### config.mk
export PLATFORM = sky130hd
export DESIGN_NAME = serial_eeprom_host
export DESIGN_NICKNAME = d
export VERILOG_FILES = /design/src/rtl/serial_eeprom_host.sv
export SDC_FILE = /design/constraint.sdc
export NUM_CORES = 1
export LEC_CHECK = 0
export BUFFER_PORTS_ARGS = -buffer_cell sky130_fd_sc_hd__buf_2
export CELL_PAD_IN_SITES_DETAIL_PLACEMENT = 1
export CELL_PAD_IN_SITES_GLOBAL_PLACEMENT = 1
export CORE_MARGIN = 4
export CORE_UTILIZATION = 38
export CTS_CLUSTER_DIAMETER = 80
export DETAILED_ROUTE_END_ITERATION = 10
export PLACE_DENSITY_LB_ADDON = 0.25
export SYNTH_ARGS = -nofsm -noshare
export SYNTH_HDL_FRONTEND = slang
export SYNTH_SLANG_ARGS = --single-unit
### constraint.sdc
create_clock -name clk -period 4.2 [get_ports clk]
set_input_delay 0.84 -clock clk [delete_from_list [all_inputs] [get_ports clk]]
set_output_delay 0.84 -clock clk [all_outputs]
set_load 0.02 [all_outputs]
### src/rtl/serial_eeprom_host.sv
module serial_eeprom_host #(
  parameter int CLK_HZ     = 200_000_000,
  parameter int SCK_HZ     = 2_000_000,
  parameter int DESEL_CYC  = 40,
  parameter int POLL_LIMIT = 1_000_000
) (
  input  logic        clk,
  input  logic        rst_n,
  input  logic        cmd_start,
  input  logic [1:0]  cmd_op,
  input  logic [7:0]  cmd_addr,
  input  logic [15:0] cmd_wdata,
  input  logic        cmd_wide,
  output logic [15:0] cmd_rdata,
  output logic        cmd_done,
  output logic        cmd_busy,
  output logic        cmd_err,
  output logic        mem_cs,
  output logic        mem_sck,
  output logic        mem_mosi,
  input  logic        mem_miso
);
  localparam int HALF_RAW = (CLK_HZ + 2 * SCK_HZ - 1) / (2 * SCK_HZ);
  localparam int HALF     = (HALF_RAW < 1) ? 1 : HALF_RAW;
  localparam int DVW      = $clog2(HALF + 1);
  localparam int TMAX     = (POLL_LIMIT > DESEL_CYC) ? POLL_LIMIT : DESEL_CYC;
  localparam int TW       = $clog2(TMAX + 1);
  localparam int TXW      = 27;

  typedef enum logic [1:0] {S_IDLE, S_SHIFT, S_DESEL, S_POLL} st_t;
  st_t st;

  logic [TXW-1:0] tx;
  logic [15:0]    rx;
  logic [5:0]     bitn, nbits;
  logic [DVW-1:0] div;
  logic [TW-1:0]  tmr;
  logic           is_rd, is_prog, wide_q;

  logic [1:0] top2;
  logic       c_rd, c_data, c_prog;
  logic [5:0] c_nbits;
  logic [TXW-1:0] c_tx;
  logic       tick, last_bit;

  assign top2   = cmd_wide ? cmd_addr[6:5] : cmd_addr[7:6];
  assign c_rd   = (cmd_op == 2'b10);
  assign c_data = (cmd_op == 2'b01) || (cmd_op == 2'b00 && top2 == 2'b01);
  assign c_prog = (cmd_op == 2'b01) || (cmd_op == 2'b11) ||
                  (cmd_op == 2'b00 && (top2 == 2'b01 || top2 == 2'b10));

  always_comb begin
    c_nbits = cmd_wide ? 6'd10 : 6'd11;
    if (c_data) c_nbits = c_nbits + (cmd_wide ? 6'd16 : 6'd8);
    if (c_rd)   c_nbits = c_nbits + (cmd_wide ? 6'd17 : 6'd9);
    if (cmd_wide)
      c_tx = {1'b1, cmd_op, cmd_addr[6:0], (c_data ? cmd_wdata : 16'h0000), 1'b0};
    else
      c_tx = {1'b1, cmd_op, cmd_addr, (c_data ? cmd_wdata[7:0] : 8'h00), 8'h00};
  end

  assign tick     = (div == DVW'(HALF - 1));
  assign last_bit = (bitn == nbits - 6'd1);
  assign cmd_busy = (st != S_IDLE);
  assign mem_mosi = mem_cs && (st == S_SHIFT) && tx[TXW-1];

  always_ff @(posedge clk) begin
    if (!rst_n) begin
      st <= S_IDLE;  tx <= '0;  rx <= '0;  bitn <= '0;  nbits <= '0;
      div <= '0;  tmr <= '0;  is_rd <= 1'b0;  is_prog <= 1'b0;  wide_q <= 1'b0;
      mem_cs <= 1'b0;  mem_sck <= 1'b0;
      cmd_done <= 1'b0;  cmd_err <= 1'b0;  cmd_rdata <= '0;
    end else begin
      cmd_done <= 1'b0;
      case (st)
        S_IDLE: if (cmd_start) begin
          st <= S_SHIFT;  mem_cs <= 1'b1;  mem_sck <= 1'b0;
          div <= '0;  bitn <= '0;  nbits <= c_nbits;  tx <= c_tx;
          is_rd <= c_rd;  is_prog <= c_prog;  wide_q <= cmd_wide;
          cmd_err <= 1'b0;
        end
        S_SHIFT: begin
          div <= tick ? '0 : div + DVW'(1);
          if (tick) begin
            if (!mem_sck) begin
              mem_sck <= 1'b1;
              rx <= {rx[14:0], mem_miso};
            end else begin
              mem_sck <= 1'b0;
              tx <= {tx[TXW-2:0], 1'b0};
              if (last_bit) begin
                mem_cs <= 1'b0;
                tmr <= '0;
                if (is_prog) st <= S_DESEL;
                else begin
                  st <= S_IDLE;
                  cmd_done <= 1'b1;
                  if (is_rd) cmd_rdata <= wide_q ? rx : {8'h00, rx[7:0]};
                end
              end else begin
                bitn <= bitn + 6'd1;
              end
            end
          end
        end
        S_DESEL: begin
          if (tmr == TW'(DESEL_CYC - 1)) begin
            mem_cs <= 1'b1;  tmr <= '0;  st <= S_POLL;
          end else begin
            tmr <= tmr + TW'(1);
          end
        end
        S_POLL: begin
          if (mem_miso) begin
            mem_cs <= 1'b0;  cmd_done <= 1'b1;  st <= S_IDLE;
          end else if (tmr == TW'(POLL_LIMIT - 1)) begin
            mem_cs <= 1'b0;  cmd_done <= 1'b1;  cmd_err <= 1'b1;  st <= S_IDLE;
          end else begin
            tmr <= tmr + TW'(1);
          end
        end
        default: st <= S_IDLE;
      endcase
    end
  end
endmodule


==> results.sh, run 1 <==
export IMPL_status="complete, no violations"
export IMPL_routed_wl_mm=12.8
export IMPL_power_frac_comb=0.101
export IMPL_grt_max_degree=49
export IMPL_dr_total_vias=4486
export IMPL_rsz0062_at_grt="false"
export IMPL_num_antenna_cells=0
export IMPL_synthTopCellsByArea="dfxtp_1 (41%), nand2_1 (7.9%), a21boi_0 (5.5%)"
export IMPL_p_per_area_nw_per_um2=357
export IMPL_grt_pass1_vias=4644
export IMPL_worstSetupPathType="register to output port"
export IMPL_async_reset_ff_frac=0
export IMPL_seqPwrFrac=0.506
export IMPL_nets=678
export IMPL_dp_hpwl_mm=9.08
export IMPL_min_path_type="register to register"
export IMPL_timing_final_crit_share=0.657
export IMPL_clock_path_buffers=2
export IMPL_track_usage=0.169
export IMPL_post_cts_setup_buffers=0
export IMPL_postRouteAntennaNets=0
export IMPL_seq_area_frac_synth=0.408
export IMPL_initial_utilization=0.389
export IMPL_viasPerCell=5.47
export IMPL_cts_hold_buf=0
export IMPL_antenna_found_initial=0
export IMPL_port_buffers=52
export IMPL_startpoint_type="register"
export IMPL_wl_per_cell_um=15.6
export IMPL_synth_nets=649
export IMPL_clock_sinks=105
export IMPL_drt_iter0_drc=145
export IMPL_fin_tns_setup_ps=0
export IMPL_cp_end_kind="output port"
export IMPL_required_ps=3360
export IMPL_core_area_sq_um=13200
export IMPL_cts_clk_slew_worst_paths_ps=70
export IMPL_slew_violations=0
export IMPL_netlist_cell_type_count=57
export IMPL_drtPass1Iterations=4
export IMPL_cts_resized_gates=0
export IMPL_rows=42
export IMPL_grt_pass1_wl_mm=22.1
export IMPL_internal_power_mw=1.54
export IMPL_synth_edff_count=0
export IMPL_p_clk_frac=0.393
export IMPL_tightest_slew_ps=1140
export IMPL_htreeDepth=3
export IMPL_finClkSkew_ps=7.36
export IMPL_synth_seq_cells=105
export IMPL_io_pins=53
export IMPL_setup_viol=0
export IMPL_slew_headroom=0.237
export IMPL_die_w_um=124
export IMPL_numCtsBuffers=9
export IMPL_gp_congestion=0.756
export IMPL_drv_cap=0
export IMPL_ys_warn_count=0
export IMPL_dieArea_sq_um=15500
export IMPL_syn_instance_count=610
export IMPL_synth_top_area_share=0.408
export IMPL_whs_ps=460
export IMPL_synth_ff_type="dfxtp_1"
export IMPL_area_growth_pct=12.6
export IMPL_layout_drive_gt1_share=0.152
export IMPL_grt_overflow_total=0
export IMPL_min_period_ps=2760
export IMPL_cts_tree="yes"
export IMPL_route_detailed_drc=0
export IMPL_synth_area_leader_cell="dfxtp_1"
export IMPL_root_buffer="clkbuf_16"
export IMPL_hold_viol=0
export IMPL_fmax_ghz=0.362
export IMPL_leakagePower_nw=2.26
export IMPL_crit_arrival_ps=1920
export IMPL_switchingPower_uw=529
export IMPL_avgSynthCellArea_sq_um=8.45
export IMPL_ir_worst_vdd_mv=0.201
export IMPL_insertion_delay_ps=350
export IMPL_cp_max_fo=35
export IMPL_die_y_um=124
export IMPL_p_sw_frac=0.255
export IMPL_syn_cell_area_sq_um=5150
-- worst max-delay path, cell delays in order, from the launching register on --
cell     delay [ps]
dfxtp_1         580
nor2b_2         240
buf_4           360
and3_1          230
buf_2           160
-- path summary, 6_finish.rpt --
kind	slack (ps)	startpoint	cells past startpoint	end
setup / recovery	1440	st[0]	4	mem_mosi
hold / removal	460	cmd_rdata[14]	2	cmd_rdata[14]
setup reg to reg	1490	nbits[0]	8	tmr[17]
hold reg to reg	460	cmd_rdata[14]	2	cmd_rdata[14]
-- metrics by stage --
stage          instance area [sq um]  std cells   util  total power [mW]  worst slack, ps
5_1_grt                         5800        820  0.438              2.18             1190
3_3_place_gp                    5520        804  0.417              1.27             1300
6_report                        5800        820  0.438              2.07             1440
2_1_floorplan                   5150        610      -              1.22             1480
4_1_cts                         5800        820  0.438              2.11             1410
3_5_place_dp                    5520        804  0.417              1.29             1110
-- cell usage after synthesis, types with 2 or more instances --
cell         n
nand2_1    108
dfxtp_1    105
a21boi_0    38
clkbuf_1    32
o21ai_0     30
nor2_1      27
mux2i_1     24
nand3_1     21
a21oi_1     20
or3_1       17
nor2b_1     16
o211a_1     12
inv_1       11
nor3b_1     11
nor3_1      10
or2_2       10
and3_1       9
nand4_1      9
ha_1         8
o211ai_1     8
o311ai_0     8
and2_1       7
a221oi_1     6
buf_2        6
xnor2_1      6
xor2_1       5
or4_1        4
a31oi_1      3
and4_1       3
o31ai_1      3
a21o_1       2
a21oi_2      2
o2111ai_1    2
o21a_1       2
o21ai_2      2
or3_4        2
-- final cells by class --
class | instances | area, sq um
fill | 1595 | 7440
tap | 176 | 220
sequential | 105 | 2100
timing repair buffer | 59 | 313
multi-input combinational | 453 | 2840
clock inverter | 4 | 26.3
clock buffer | 12 | 256
inverter | 11 | 41.3
-- layout by cell type, fill, tap and decap left out, drive strengths merged, types with 2 or more instances in the layout --
cell type | Yosys | routed
xor2 | 5 | 5
and2 | 7 | 7
a31oi | 3 | 3
and3 | 9 | 9
a21oi | 22 | 22
nand4 | 9 | 9
or2 | 10 | 10
nor3b | 11 | 11
dfxtp | 105 | 105
or3 | 19 | 19
nor2 | 27 | 27
nand2 | 108 | 108
o21a | 2 | 2
o211a | 12 | 12
a21o | 2 | 2
nor3 | 10 | 10
buf | 9 | 59
clkinv | 0 | 2
a221oi | 6 | 6
xnor2 | 6 | 6
a21boi | 38 | 38
o311ai | 8 | 8
mux2i | 24 | 24
ha | 8 | 8
o21ai | 32 | 32
nor2b | 16 | 16
o2111ai | 2 | 2
clkbuf | 32 | 12
inv | 11 | 12
a32oi | 2 | 2
o211ai | 9 | 9
o31ai | 3 | 3
and4 | 3 | 3
or4 | 4 | 4
nand3 | 21 | 21
-- power groups by stage --
stage                     clock, mW  sequential [mW]  combinational (mW)
after floorplan                   0             1.06               0.153
after global placement            0             1.07               0.202
after detailed placement          0             1.07               0.212
after CTS                     0.843             1.05               0.213
after global routing          0.888             1.05               0.237
final                         0.814             1.05               0.210
-- registers in the layout (all words and copies together), names as in the netlist, named ones only --
name       count
tx            26
tmr           20
cmd_rdata     16
rx            16
bitn           6
div            6
nbits          6
cmd_done       1
cmd_err        1
is_prog        1
is_rd          1
mem_cs         1
mem_sck        1
st             1
wide_q         1
-- routing by layer --
metal | share of wire | track usage | vias up
met2 | 0.50 | 0.298 | 71
met3 | 0.034 | 0.0425 | 14
met5 | 0 | 0 | -
met1 | 0.45 | 0.201 | 2182
met4 | 0.015 | 0.0496 | 0
li1 | - | - | 2219
-- cell families after synthesis --
group | share of synthesized area
AOI/OAI and AO/OA | 0.213
muxes | 0.0488
adders and majority gates | 0.0194
and+or+nand+nor | 0.251
DFF | 0.408
xor gates and xnor gates | 0.0187
buffers and inverters | 0.0415
Power figures use the tool's default switching activity.
==> run 2, diff against run 1 <==
==> constraint.sdc (replaced) <==
create_clock -name clk -period 2.7 [get_ports clk]
set_input_delay 0.54 -clock clk [delete_from_list [all_inputs] [get_ports clk]]
set_output_delay 0.54 -clock clk [all_outputs]
set_load 0.02 [all_outputs]
==> run 2 against run 1 <==
  * Worst setup slack lost 1200 ps
  * Hold slack gained 0.63 ps
  * Non-clock buffer count grew 7
  * Flip-flop and latch count is the same
  * Wire length rose by 0.67%
  * Clock power rose by 63%
  * Largest cell class unchanged
==> results.sh, run 2 (same netlist as run 1, synthesis figures left out) <==
export IMPL_htreeDepth=3
export IMPL_drv_cap=0
export IMPL_layout_commonest_cell="nand2_1"
export IMPL_io_pins=53
export IMPL_cp_end_kind="register"
export IMPL_startpoint_type="register"
export IMPL_cts_clk_slew_worst_paths_ps=70
export IMPL_ir_worst_vdd_mv=0.413
export IMPL_routed_wl_mm=12.9
export IMPL_regMostFlops="tx"
export IMPL_grt_pass1_vias=4699
export IMPL_grt_overflow_total=0
export IMPL_finClkSkew_ps=8.11
export IMPL_postRouteAntennaNets=0
export IMPL_root_buffer="clkbuf_16"
export IMPL_die_w_um=124
export IMPL_clock_path_buffers=2
export IMPL_fmax_ghz=0.404
export IMPL_largest_reg_flops=26
export IMPL_port_buffers=52
export IMPL_rows=42
export IMPL_power_mw=3.29
export IMPL_layout_drive_gt1_share=0.163
export IMPL_cts_hold_buf=0
export IMPL_tightest_slew_ps=628
export IMPL_status="complete, no violations"
export IMPL_num_antenna_cells=0
export IMPL_dp_hpwl_mm=9.23
export IMPL_insertion_delay_ps=350
export IMPL_min_period_ps=2470
export IMPL_initial_utilization=0.389
export IMPL_grt_pass1_wl_mm=22.1
export IMPL_slew_violations=0
export IMPL_hold_viol=0
export IMPL_p_per_area_nw_per_um2=558
export IMPL_worstReg2RegStart="nbits[0]"
export IMPL_nFillCells=1614
export IMPL_hp_start="cmd_rdata[15]"
export IMPL_min_path_type="register to register"
export IMPL_cp_max_fo=26
export IMPL_setup_viol=0
export IMPL_rsz0062_at_grt="false"
export IMPL_clock_sinks=105
export IMPL_fin_cells=827
export IMPL_gp_congestion=0.802
export IMPL_nets=685
export IMPL_route_detailed_drc=0
export IMPL_top_regs="tx (26), tmr (20)"
export IMPL_dieArea_sq_um=15500
export IMPL_grt_max_degree=39
export IMPL_place_inst=811
export IMPL_viasPerCell=5.42
export IMPL_final_cell_mix="nand2_1 (108), dfxtp_1 (105), buf_2 (52)"
export IMPL_fin_tns_setup_ps=0
export IMPL_leakagePower_nw=2.31
export IMPL_timing_final_crit_share=0.917
export IMPL_crit_arrival_ps=2750
export IMPL_track_usage=0.169
export IMPL_antenna_found_initial=0
export IMPL_startpoint="nbits[0]"
export IMPL_drtPass1Iterations=4
export IMPL_wl_per_cell_um=15.6
export IMPL_core_area_sq_um=13200
export IMPL_slew_headroom=0.579
export IMPL_post_cts_setup_buffers=0
export IMPL_required_ps=2980
export IMPL_numCtsBuffers=9
export IMPL_dr_total_vias=4483
export IMPL_die_y_um=124
export IMPL_area_growth_pct=14.4
export IMPL_cts_tree="yes"
export IMPL_drt_iter0_drc=172
export IMPL_worstSetupPathType="register to register"
run 2: cell types whose count changed in the layout (fill, tap and decap cells not counted):
cell        change
buf_4           +5
buf_12          +2
bufinv_16       +1
clkbuf_8        -1
clkinvlp_4      +1
inv_6           -1
o2111a_1        -1
o2111a_2        +1
run 2: worst paths after layout:
path	end	slack, ps	cells after the start
max reg2reg	tmr[10]	230	6
max	tmr[10]	230	6
min	cmd_rdata[15]	460	2
min reg2reg	cmd_rdata[15]	460	2
run 2: power breakdown:
part,internal [mW],total [mW],switching [mW]
logic,0.138,0.337,0.199
clock network,0.742,1.33,0.585
registers,1.60,1.63,0.0341
run 2: critical path, stage by stage, from the launching register on:
cell and delay [ps]:
dfxtp_1 340, or3_4 410, or3_4 410, a32oi_4 340, o211ai_4 280, or4_1 470
a21oi_1 150
run 2: timing repair:
item / CTS / global route
hold endpoints to repair: 0 / 0
resized for setup: 0 / 1
setup endpoints to repair: 0 / 12
run 2: through the flow:
step	hold WS, ps	setup slack, ps	area [sq um]	utilization
after floorplan	437	282	5150	-
after global placement	446	309	5600	0.423
after detailed placement	456	141	5600	0.423
after CTS	464	118	5900	0.445
after global routing	489	53.4	5900	0.445
final	460	225	5900	0.445
run 2: layer usage:
metal	up-vias	share of wire	global-route usage
met4	0	0.017	0.0587
met1	2162	0.45	0.202
met2	68	0.50	0.298
met5	-	0	0
met3	18	0.032	0.0386
li1	2235	-	-
run 2: final cells by class:
cell class                      instances  area [sq um]  area share
Clock inverter                          5          55.1     0.00934
Inverter                               11          41.3     0.00700
Sequential cell                       105          2100       0.356
Timing Repair Buffer                   66           390      0.0662
Tap cell                              176           220      0.0373
Clock buffer                           11           243      0.0412
Multi-Input combinational cell        453          2850       0.482
